**src/rtl/uart_rx_pkg.sv**
```systemverilog
// Package: shared constants and types of the serial receiver.
// Assumes a fixed oversampling ratio of 16 and at most 8 data bits.
package uart_rx_pkg;
    localparam int OSR     = 16;
    localparam int HALF    = OSR / 2;
    localparam int CNT_W   = $clog2(OSR);
    localparam int DATA_W  = 8;
    localparam int IDX_W   = $clog2(DATA_W);

    // One queue entry: status bits above the character.
    typedef struct packed {
        logic              brk;
        logic              ovr;
        logic              par;
        logic              frm;
        logic [DATA_W-1:0] data;
    } rx_entry_t;

    typedef enum logic [2:0] {
        ST_IDLE,
        ST_START,
        ST_DATA,
        ST_PAR,
        ST_STOP,
        ST_BRKCHK,
        ST_HOLD
    } rx_state_t;
endpackage

```
**src/rtl/uart_rx_sync.sv**
```systemverilog
// Module: uart_rx_sync
// Brings the asynchronous line into the clock domain through a chain of
// flops. Assumes STAGES >= 2. Resets to the idle (high) level.
module uart_rx_sync #(
    parameter int STAGES = 2
) (
    input  logic clk,
    input  logic rst_n,
    input  logic d_i,
    output logic q_o
);
    logic [STAGES-1:0] chain_q;

    // Shift the line level through the synchronizer chain.
    always_ff @(posedge clk) begin
        if (!rst_n) chain_q <= '1;
        else        chain_q <= {chain_q[STAGES-2:0], d_i};
    end

    assign q_o = chain_q[STAGES-1];
endmodule

```
**src/rtl/uart_rx_frame.sv**
```systemverilog
// Module: uart_rx_frame
// Frame recovery. Confirms a start bit at the 8th strobe after the falling
// edge, samples each later bit after 16 strobes, and checks parity and stop
// bits. Detects a line held low beyond one frame and reports it once.
// Assumes rx_s_i is already synchronized and the settings are stable
// during a frame.
module uart_rx_frame
    import uart_rx_pkg::*;
(
    input  logic       clk,
    input  logic       rst_n,
    input  logic       rx_s_i,
    input  logic       tick_i,
    input  logic [1:0] word_len_i,
    input  logic       two_stop_i,
    input  logic       par_en_i,
    input  logic       par_odd_i,
    output logic       push_o,
    output rx_entry_t  entry_o
);
    rx_state_t         state_q;
    logic [CNT_W-1:0]  cnt_q;
    logic [IDX_W-1:0]  idx_q;
    logic [DATA_W-1:0] data_q;
    logic              par_err_q;
    logic              frm_err_q;
    logic              all_low_q;
    logic              stop_idx_q;
    logic              push_q;
    rx_entry_t         entry_q;

    logic [IDX_W-1:0]  last_idx;
    logic              mid;
    logic              half;
    logic              exp_par;
    logic              fe_now;

    // Decode the per-frame limits and the sample points.
    always_comb begin
        last_idx = IDX_W'(word_len_i) + IDX_W'(4);
        mid      = tick_i && (cnt_q == CNT_W'(OSR - 1));
        half     = tick_i && (cnt_q == CNT_W'(HALF - 1));
        exp_par  = (^data_q) ^ par_odd_i;
        fe_now   = frm_err_q | ~rx_s_i;
    end

    // Frame state machine with bit sampling and entry building.
    always_ff @(posedge clk) begin
        if (!rst_n) begin
            state_q    <= ST_IDLE;
            cnt_q      <= '0;
            idx_q      <= '0;
            data_q     <= '0;
            par_err_q  <= 1'b0;
            frm_err_q  <= 1'b0;
            all_low_q  <= 1'b0;
            stop_idx_q <= 1'b0;
            push_q     <= 1'b0;
            entry_q    <= '0;
        end else begin
            push_q <= 1'b0;
            unique case (state_q)
                ST_IDLE: begin
                    if (!rx_s_i) begin
                        state_q <= ST_START;
                        cnt_q   <= '0;
                    end
                end
                ST_START: begin
                    if (half) begin
                        if (!rx_s_i) begin
                            state_q    <= ST_DATA;
                            cnt_q      <= '0;
                            idx_q      <= '0;
                            data_q     <= '0;
                            par_err_q  <= 1'b0;
                            frm_err_q  <= 1'b0;
                            all_low_q  <= 1'b1;
                            stop_idx_q <= 1'b0;
                        end else begin
                            state_q <= ST_IDLE;
                        end
                    end else if (tick_i) begin
                        cnt_q <= cnt_q + 1'b1;
                    end
                end
                ST_DATA: begin
                    if (mid) begin
                        cnt_q         <= '0;
                        data_q[idx_q] <= rx_s_i;
                        if (rx_s_i) all_low_q <= 1'b0;
                        if (idx_q == last_idx)
                            state_q <= par_en_i ? ST_PAR : ST_STOP;
                        else
                            idx_q <= idx_q + 1'b1;
                    end else if (tick_i) begin
                        cnt_q <= cnt_q + 1'b1;
                    end
                end
                ST_PAR: begin
                    if (mid) begin
                        cnt_q     <= '0;
                        par_err_q <= (rx_s_i != exp_par);
                        if (rx_s_i) all_low_q <= 1'b0;
                        state_q   <= ST_STOP;
                    end else if (tick_i) begin
                        cnt_q <= cnt_q + 1'b1;
                    end
                end
                ST_STOP: begin
                    if (mid) begin
                        cnt_q <= '0;
                        if (two_stop_i && !stop_idx_q) begin
                            stop_idx_q <= 1'b1;
                            frm_err_q  <= fe_now;
                            if (rx_s_i) all_low_q <= 1'b0;
                        end else if (!rx_s_i && all_low_q) begin
                            frm_err_q <= 1'b1;
                            state_q   <= ST_BRKCHK;
                        end else begin
                            push_q  <= 1'b1;
                            entry_q <= '{brk: 1'b0, ovr: 1'b0, par: par_err_q,
                                         frm: fe_now, data: data_q};
                            state_q <= rx_s_i ? ST_IDLE : ST_HOLD;
                        end
                    end else if (tick_i) begin
                        cnt_q <= cnt_q + 1'b1;
                    end
                end
                ST_BRKCHK: begin
                    if (rx_s_i) begin
                        push_q  <= 1'b1;
                        entry_q <= '{brk: 1'b0, ovr: 1'b0, par: par_err_q,
                                     frm: 1'b1, data: data_q};
                        state_q <= ST_IDLE;
                    end else if (half) begin
                        push_q  <= 1'b1;
                        entry_q <= '{brk: 1'b1, ovr: 1'b0, par: 1'b0,
                                     frm: 1'b1, data: '0};
                        state_q <= ST_HOLD;
                    end else if (tick_i) begin
                        cnt_q <= cnt_q + 1'b1;
                    end
                end
                ST_HOLD: begin
                    if (rx_s_i) state_q <= ST_IDLE;
                end
                default: state_q <= ST_IDLE;
            endcase
        end
    end

    assign push_o  = push_q;
    assign entry_o = entry_q;


    push_pulse_chk: assert property (@(posedge clk) disable iff (!rst_n)
        push_o |=> !push_o);


    false_start_chk: assert property (@(posedge clk) disable iff (!rst_n)
        (state_q == ST_START && half && rx_s_i) |=> (state_q == ST_IDLE && !push_o));


    brk_entry_chk: assert property (@(posedge clk) disable iff (!rst_n)
        (push_o && entry_o.brk) |-> (entry_o.frm && entry_o.data == '0));


    hold_quiet_chk: assert property (@(posedge clk) disable iff (!rst_n)
        (state_q == ST_HOLD) |=> !push_o);
endmodule

```
**src/rtl/uart_rx_fifo.sv**
```systemverilog
// Module: uart_rx_fifo
// Circular queue of status-tagged entries with a show-ahead read port.
// A write while full and not popping is dropped and marks the newest
// stored entry as overrun. Assumes DEPTH is a power of two.
module uart_rx_fifo
    import uart_rx_pkg::*;
#(
    parameter int DEPTH = 16
) (
    input  logic      clk,
    input  logic      rst_n,
    input  logic      push_i,
    input  rx_entry_t wr_entry_i,
    input  logic      pop_i,
    output rx_entry_t rd_entry_o,
    output logic      empty_o,
    output logic      full_o
);
    localparam int AW = $clog2(DEPTH);
    localparam int CW = AW + 1;

    rx_entry_t       mem_q [DEPTH];
    logic [AW-1:0]   wr_ptr_q;
    logic [AW-1:0]   rd_ptr_q;
    logic [CW-1:0]   count_q;
    logic            do_pop;
    logic            do_push;
    logic            do_mark;

    // Decide which operations take effect this cycle.
    always_comb begin
        do_pop  = pop_i && (count_q != '0);
        do_push = push_i && ((count_q != CW'(DEPTH)) || do_pop);
        do_mark = push_i && !do_push;
    end

    // Storage writes and overrun marking.
    always_ff @(posedge clk) begin
        if (!rst_n) begin
            for (int i = 0; i < DEPTH; i++) mem_q[i] <= '0;
        end else if (do_push) begin
            mem_q[wr_ptr_q] <= wr_entry_i;
        end else if (do_mark) begin
            mem_q[wr_ptr_q - 1'b1].ovr <= 1'b1;
        end
    end

    // Pointer and occupancy bookkeeping.
    always_ff @(posedge clk) begin
        if (!rst_n) begin
            wr_ptr_q <= '0;
            rd_ptr_q <= '0;
            count_q  <= '0;
        end else begin
            if (do_push) wr_ptr_q <= wr_ptr_q + 1'b1;
            if (do_pop)  rd_ptr_q <= rd_ptr_q + 1'b1;
            if (do_push && !do_pop)      count_q <= count_q + 1'b1;
            else if (do_pop && !do_push) count_q <= count_q - 1'b1;
        end
    end

    assign rd_entry_o = mem_q[rd_ptr_q];
    assign empty_o    = (count_q == '0);
    assign full_o     = (count_q == CW'(DEPTH));


    no_overflow_chk: assert property (@(posedge clk) disable iff (!rst_n)
        count_q <= CW'(DEPTH));


    not_both_chk: assert property (@(posedge clk) disable iff (!rst_n)
        !(empty_o && full_o));


    overrun_hold_chk: assert property (@(posedge clk) disable iff (!rst_n)
        (push_i && full_o && !pop_i) |=> (full_o && $stable(wr_ptr_q)));


    idle_pop_chk: assert property (@(posedge clk) disable iff (!rst_n)
        (pop_i && empty_o && !push_i) |=> (empty_o && $stable(rd_ptr_q)));
endmodule

```
**src/rtl/uart_rx_flagfifo.sv**
```systemverilog
// Module: uart_rx_flagfifo
// Top level: synchronizer, frame recovery and status-tagged queue.
// Assumes tick_i is a one-cycle strobe at 16x the bit rate.
module uart_rx_flagfifo
    import uart_rx_pkg::*;
#(
    parameter int DEPTH       = 16,
    parameter int SYNC_STAGES = 2
) (
    input  logic       clk,
    input  logic       rst_n,
    input  logic       rx_i,
    input  logic       tick_i,
    input  logic [1:0] word_len_i,
    input  logic       two_stop_i,
    input  logic       par_en_i,
    input  logic       par_odd_i,
    input  logic       pop_i,
    output logic [7:0] rd_data_o,
    output logic       rd_brk_o,
    output logic       rd_ovr_o,
    output logic       rd_par_o,
    output logic       rd_frm_o,
    output logic       empty_o,
    output logic       full_o
);
    logic      rx_s;
    logic      push;
    rx_entry_t wr_entry;
    rx_entry_t rd_entry;

    uart_rx_sync #(.STAGES(SYNC_STAGES)) i_sync (
        .clk   (clk),
        .rst_n (rst_n),
        .d_i   (rx_i),
        .q_o   (rx_s)
    );

    uart_rx_frame i_frame (
        .clk        (clk),
        .rst_n      (rst_n),
        .rx_s_i     (rx_s),
        .tick_i     (tick_i),
        .word_len_i (word_len_i),
        .two_stop_i (two_stop_i),
        .par_en_i   (par_en_i),
        .par_odd_i  (par_odd_i),
        .push_o     (push),
        .entry_o    (wr_entry)
    );

    uart_rx_fifo #(.DEPTH(DEPTH)) i_fifo (
        .clk        (clk),
        .rst_n      (rst_n),
        .push_i     (push),
        .wr_entry_i (wr_entry),
        .pop_i      (pop_i),
        .rd_entry_o (rd_entry),
        .empty_o    (empty_o),
        .full_o     (full_o)
    );

    assign rd_data_o = rd_entry.data;
    assign rd_brk_o  = rd_entry.brk;
    assign rd_ovr_o  = rd_entry.ovr;
    assign rd_par_o  = rd_entry.par;
    assign rd_frm_o  = rd_entry.frm;
endmodule

```
**config.mk**
```make
export PLATFORM = sky130hd
export DESIGN_NAME = uart_rx_flagfifo
export DESIGN_NICKNAME = d
export VERILOG_FILES = /design/src/rtl/uart_rx_pkg.sv /design/src/rtl/uart_rx_sync.sv /design/src/rtl/uart_rx_frame.sv /design/src/rtl/uart_rx_fifo.sv /design/src/rtl/uart_rx_flagfifo.sv
export SDC_FILE = /design/constraint.sdc
export NUM_CORES = 1
export LEC_CHECK = 0
export BUFFER_PORTS_ARGS = -buffer_cell sky130_fd_sc_hd__buf_2
export CORE_MARGIN = 4
export CORE_UTILIZATION = 55
export DETAILED_ROUTE_END_ITERATION = 7
export PLACE_DENSITY = 0.74
export SLEW_MARGIN = 30
export SYNTH_ARGS = -nofsm -noshare
export SYNTH_HDL_FRONTEND = slang
export SYNTH_SLANG_ARGS = --single-unit
```
**constraint.sdc**
```tcl
create_clock -name clk -period 2.8 [get_ports clk]
set_input_delay 0.56 -clock clk [delete_from_list [all_inputs] [get_ports clk]]
set_output_delay 0.56 -clock clk [all_outputs]
set_load 0.01 [all_outputs]
```
* After elaboration in Yosys (flattened, before gate mapping)
Memories as Yosys holds them, arrays and structs flattened. A register that Yosys moved wholly into a read port is not among the register bits. Index checks and enable logic that the tools add are counted.
Word-level totals: input port bits 10, output and inout port bits 14, register bits 50, bits in writable memories 192, memories kept 1, word-level logic and storage cells 182
Memories:
- i_fifo.mem_q | depth 16, width 12, read ports 1, clocked after memory_dff 1, wr ports 16, RTL line uart_rx_fifo.sv:22 | rx_entry_t mem_q [DEPTH];
Operators by class: add/sub/neg operators 8, bitwise operators 3, order comparisons 2, equal/unequal tests 29, reduce and logical (&&, ||, !) cells 39, mux-type cells 82
Operators by type and width (number):
- $mux W12 | 7
- $mux W3 | 17
- $mux W4 | 10
- $mux W1 | 29
- $mux W8 | 3
- $pmux W12 S2 | 1
- $reduce_or A12 Y1 | 2
- $pmux W3 S7 | 1
- $reduce_and A5 Y1 | 4
- $ne A2 B2 Y1 const B | 8
- $pmux W4 S4 | 1
- $pmux W8 S2 | 1
- $ne A2 B1 Y1 const B | 7
- $add A4 B1 Y4 const B | 3
- $logic_and A1 B1 Y1 | 10
- $mux W5 | 2
- $reduce_bool A2 Y1 | 5
- $eq A3 B3 Y1 const B | 3
- $reduce_and A9 Y1 | 1
- $bwmux W8 | 1
- $pmux W1 S2 | 4
- $reduce_and A4 Y1 | 2
- $reduce_xor A8 Y1 | 1
- $eq A3 B2 Y1 const B | 2
- other kinds (34) | 38

* Longest topological paths before layout
depth after elaboration 12, mapped depth 12, gate-level depth less buffers 12

* By module
A second synthesis with hierarchy kept.
Unflattened totals: cells, all modules 979, area, all modules 11706.2 µm²
By module, submodules not included:
- uart_rx_fifo | sequential area each 6105.9 µm², area each 9516.6 µm², cells an instance 712, times used 1
- uart_rx_frame | sequential area each 680.7 µm², area each 2137.0 µm², cells an instance 263, times used 1
- uart_rx_sync | sequential area each 40.0 µm², area each 52.6 µm², cells an instance 4, times used 1

* Worst setup path after synthesis
No wires, ideal clock.
path kind reg2reg, start register i_fifo.count_q[0], end register i_fifo.count_q[4], period minus slack after synthesis 3.045 ns, stages on the path, launching flop included 13, buffers on the path 0, data required time 2.728 ns, arrival 2.973 ns, slack -0.245 ns, library setup time 0.072 ns, path through dfxtp_1 -> or4_4 -> or3_1 -> nand2_1 -> inv_1 -> ha_1 -> inv_1 -> ha_1 -> nor2b_1 -> o21a_1 -> or3_1 -> a21oi_1 -> mux2i_1
Between the ends: word-level cells in the longest chain between the ends 7, elaborated cells on any way between the ends 14
RTL lines:
- start: declaration | RTL line uart_rx_fifo.sv:25 | logic [CW-1:0] count_q;
- start signal: assignment | RTL line uart_rx_fifo.sv:57 | if (do_push && !do_pop) count_q <= count_q + 1'b1;
- start signal: assignment | RTL line uart_rx_fifo.sv:58 | else if (do_pop && !do_push) count_q <= count_q - 1'b1;
- branches (longest 7 deep; another with $sub A5 B1 Y5)
Parallel ways; which one is timed is not known. The select of a mux whose other input is x is not followed. A chain may end at the register's enable or synchronous reset.

==> metrics.md <==
| Metric | Value |
|---|---|
| FP Rows | 52 |
| Combinational power share | 0.195 |
| Rel. slew slack | 0.349 |
| Clock root cell | clkbuf_16 |
| Slew @ Worst Pin | 0.972 ns |
| Sequential Power Share | 0.443 |
| Psw | 2.29 mW |
| Lkg Pwr | 4.48 nW |
| Area share of the largest cell type after synthesis | 0.500 |
| Area of the multi-input gates | 0.00442 sq mm |
| Final Setup Violations | 13 |
| Final Slew Violations | 0 |
| Global-route wire length before repair | 44300 um |
| Io pins | 24 |
| Commonest cells after routing, fill and taps aside | nor2_1, edfxtp_1, nand2_1 |
| Final Net Count | 1065 |
| Dpl ws | -0.0639 ns |
| Share of flip-flops with an asynchronous set or reset | 0 |
| Reg2reg path depth | 12 |
| Internal power | 7.17 mW |
| Largest net degree at the start of global routing | 48 |
| Hold Crit Class | in -> reg |
| Commonest non-fill, non-tap cell in the layout | nor2_1 |
| R2r setup slk | 0 ns |
| Synth area leader | edfxtp_1 |
| Post-route ant nets | 0 |
| Vias per cell | 6.07 |
| Post-synth cell types | 64 |
| Initial Utilization | 0.565 |
| # Max-Cap Violations | 0 |
| Synthesized area per cell | 11.8 sq um |
| Sequential share of the synthesized area | 0.592 |
| H-tree levels | 1 |
| Sw frac | 0.242 |
| Num Clock Sinks | 245 |
| Dominant synthesized flop cell | edfxtp_1 |
| Layout overhead on the synthesized area | 16.1% |
| WL/cell | 21.3 um |
| FF/Latch Area | 0.00683 sq mm |
| #FFs+latches synth | 245 |
| Synthesis warning total | 0 |
| Hold path start | rx_i |
| Post-synth EDFFs | 192 |
| Setup slack after layout | -0.0796 ns |
| Critical path arrival | 2.32 ns |
| R2R Path Start | i_fifo.count_q[0] |
| Final hold slack | 0.228 ns |
| DR vias | 8104 |
| Fin. Hold Viols | 0 |
| Failing checks | negative setup slack |
| Clock power frac | 0.362 |
| RSZ-0062 raised after global routing | yes |
| CP Class | reg -> out |
| Final GP Congestion | 0.886 |
| Drt total wl | 28400 um |
| Final Cycle Share | 1.03 |
| GRT Overall Usage | 0.242 |
| FMAX | 0.347 GHz |
| Clock skew | 0.0147 ns |
| Number of port buffers | 23 |
| Top cells by area, synth | edfxtp_1, mux4_2, dfxtp_1 |
| Worst Hold Depth | 2 |
| Initial antenna violation count | 1 |
| Critical Path RT | 2.24 ns |
| Worst skew pair latency | 0.52 ns |
| Critical path endpoint category | primary output |
| # hold bufs at CTS | 0 |
| Die Y | 153 um |
| Die W | 153 um |
| Cells after Synth | 981 |
| DRT Pass-1 Iters | 5 |
| Reg-to-reg endpoint | i_fifo.count_q[4] |
| Critical path launch point type | flip-flop |
| Post-DP HPWL | 19300 um |
| Fin crit period | 2.88 ns |
| Die area | 0.0234 sq mm |
| Synth Cell Area | 0.0115 sq mm |
| Iter 0 DRT Violations | 794 |
| Grt ovf | 0 |
| P per Cell Area | 707 mW/mm^2 |
| Share of layout cells above drive strength 1 | 0.212 |
| Worst IR Drop VDD | 0.000438 V |
| Vias in the first global route | 7959 |
| Largest fanout on the critical path | 16 |
| Syn nets | 1002 |
| Core area | 0.0204 sq mm |
| Clock tree buffer depth | 3 |
| Worst-path clk slew | 0.06 ns |
| CTS buffer count | 26 |
| Drt drc | 0 |
| N_diodes | 0 |
| Fill count | 1532 |
| CTS tree | yes |
| Hold Path Sink | i_sync.chain_q[0] |
| Status | finished, violations left |
==> synth_stat cells, drive strengths merged (2+ instances only) <==
library cell  instances
dfxtp                53
nand2b               12
o22ai                 4
and3                  4
nand4                 8
o32ai                 2
nand3                30
nor2                223
mux4                 60
nor3                 14
o21a                  5
ha                   10
xnor2                11
inv                  20
nor4                  2
clkbuf               43
o31ai                 2
a21oi                32
and2                  5
buf                  23
nand2                96
a31oi                 3
nor3b                 9
nor2b                 8
edfxtp              192
mux2i                 5
a211oi                2
or4                   3
o211ai                4
o21ai                64
xor2                  6
or3                   5
==> worst max-delay path by stage <==
stage | slack, ns | end | cells after the start | startpoint
finish | -0.08 | rd_data_o[7] | 4 | flip-flop
floorplan | -0.21 | i_fifo.mem_q[3][0] | 9 | i_fifo.wr_ptr_q[0]
CTS | -0.12 | rd_data_o[7] | 4 | flip-flop
global placement | -0.03 | i_fifo.count_q[4] | 12 | i_fifo.count_q[0]
global route | -0.14 | rd_par_o | 4 | flip-flop
detailed placement | -0.06 | i_fifo.count_q[4] | 12 | i_fifo.count_q[0]
==> kinds of logic (layout without fill, tap and decap cells) <==
family,after synthesis,after routing,share of synthesized area
mux,65,65,0.121
simple gates,424,424,0.162
flops,245,245,0.592
xor+xnor,18,18,0.0149
compound gates,131,131,0.0674
fa+ha+maj,11,11,0.0126
buf+inv,87,170,0.0303
==> critical path: stages (launching register included) <==
cell,delay (ns)
dfxtp_4,0.42
buf_12,0.20
mux4_2,0.54
mux4_2,0.50
buf_6,0.14
==> flip-flops by register name, indices dropped and copies added, names as in the netlist, named ones only <==
register and cells:
i_frame.par_err_q 1, i_frame.idx_q 3, i_frame.push_o 1, i_sync.chain_q 2
i_fifo.wr_ptr_q 4, i_frame.state_q 3, i_fifo.rd_ptr_q 4, i_fifo.mem_q 192
i_frame.stop_idx_q 1, i_fifo.count_q 5, i_frame.all_low_q 1, i_frame.data_q 8
i_frame.entry_o 11, i_frame.cnt_q 4, i_frame.frm_err_q 1
==> power by group through the flow <==
stage	Sequential [mW]	Combinational, mW	Clock (mW)
2_1_floorplan	4.23	1.15	0
3_3_place_gp	4.29	1.69	0
3_5_place_dp	4.30	1.72	0
4_1_cts	4.20	1.84	3.47
5_1_grt	4.21	1.99	3.64
6_report	4.20	1.84	3.43
==> per-stage QoR <==
stage	setup TNS [ns]	total power, mW	instance area (sq um)	util	std cells
floorplan	-7.86	5.38	11500	-	981
global placement	-0.0319	5.97	12400	0.608	1285
detailed placement	-0.0639	6.02	12400	0.608	1285
CTS	-0.960	9.51	13400	0.654	1334
global route	-1.41	9.84	13400	0.656	1334
finish	-0.593	9.47	13400	0.656	1334
==> what timing repair did <==
| action | CTS | global route |
|---|---|---|
| endpoints found under the setup margin | 13 | 13 |
| buffers inserted | 1 | 0 |
| pin swaps | 1 | 0 |
| resized for setup | 12 | 5 |
==> routing by layer <==
metal  share of wire  vias to the layer above  global-route usage
li1                -                     3695                   -
met1            0.38                     3967               0.319
met2            0.51                      373               0.414
met3           0.084                       67              0.0393
met4           0.029                        2              0.0781
met5         0.00039                        -                   0
==> layout make-up <==
cell class	instances	area share
sequential	245	0.510
multi-input combinational	649	0.330
clock inverter	18	0.0126
timing repair buffer	101	0.0640
tap	270	0.0252
inverter	21	0.00589
clock buffer	30	0.0518
(Power assumes the default switching activity.)
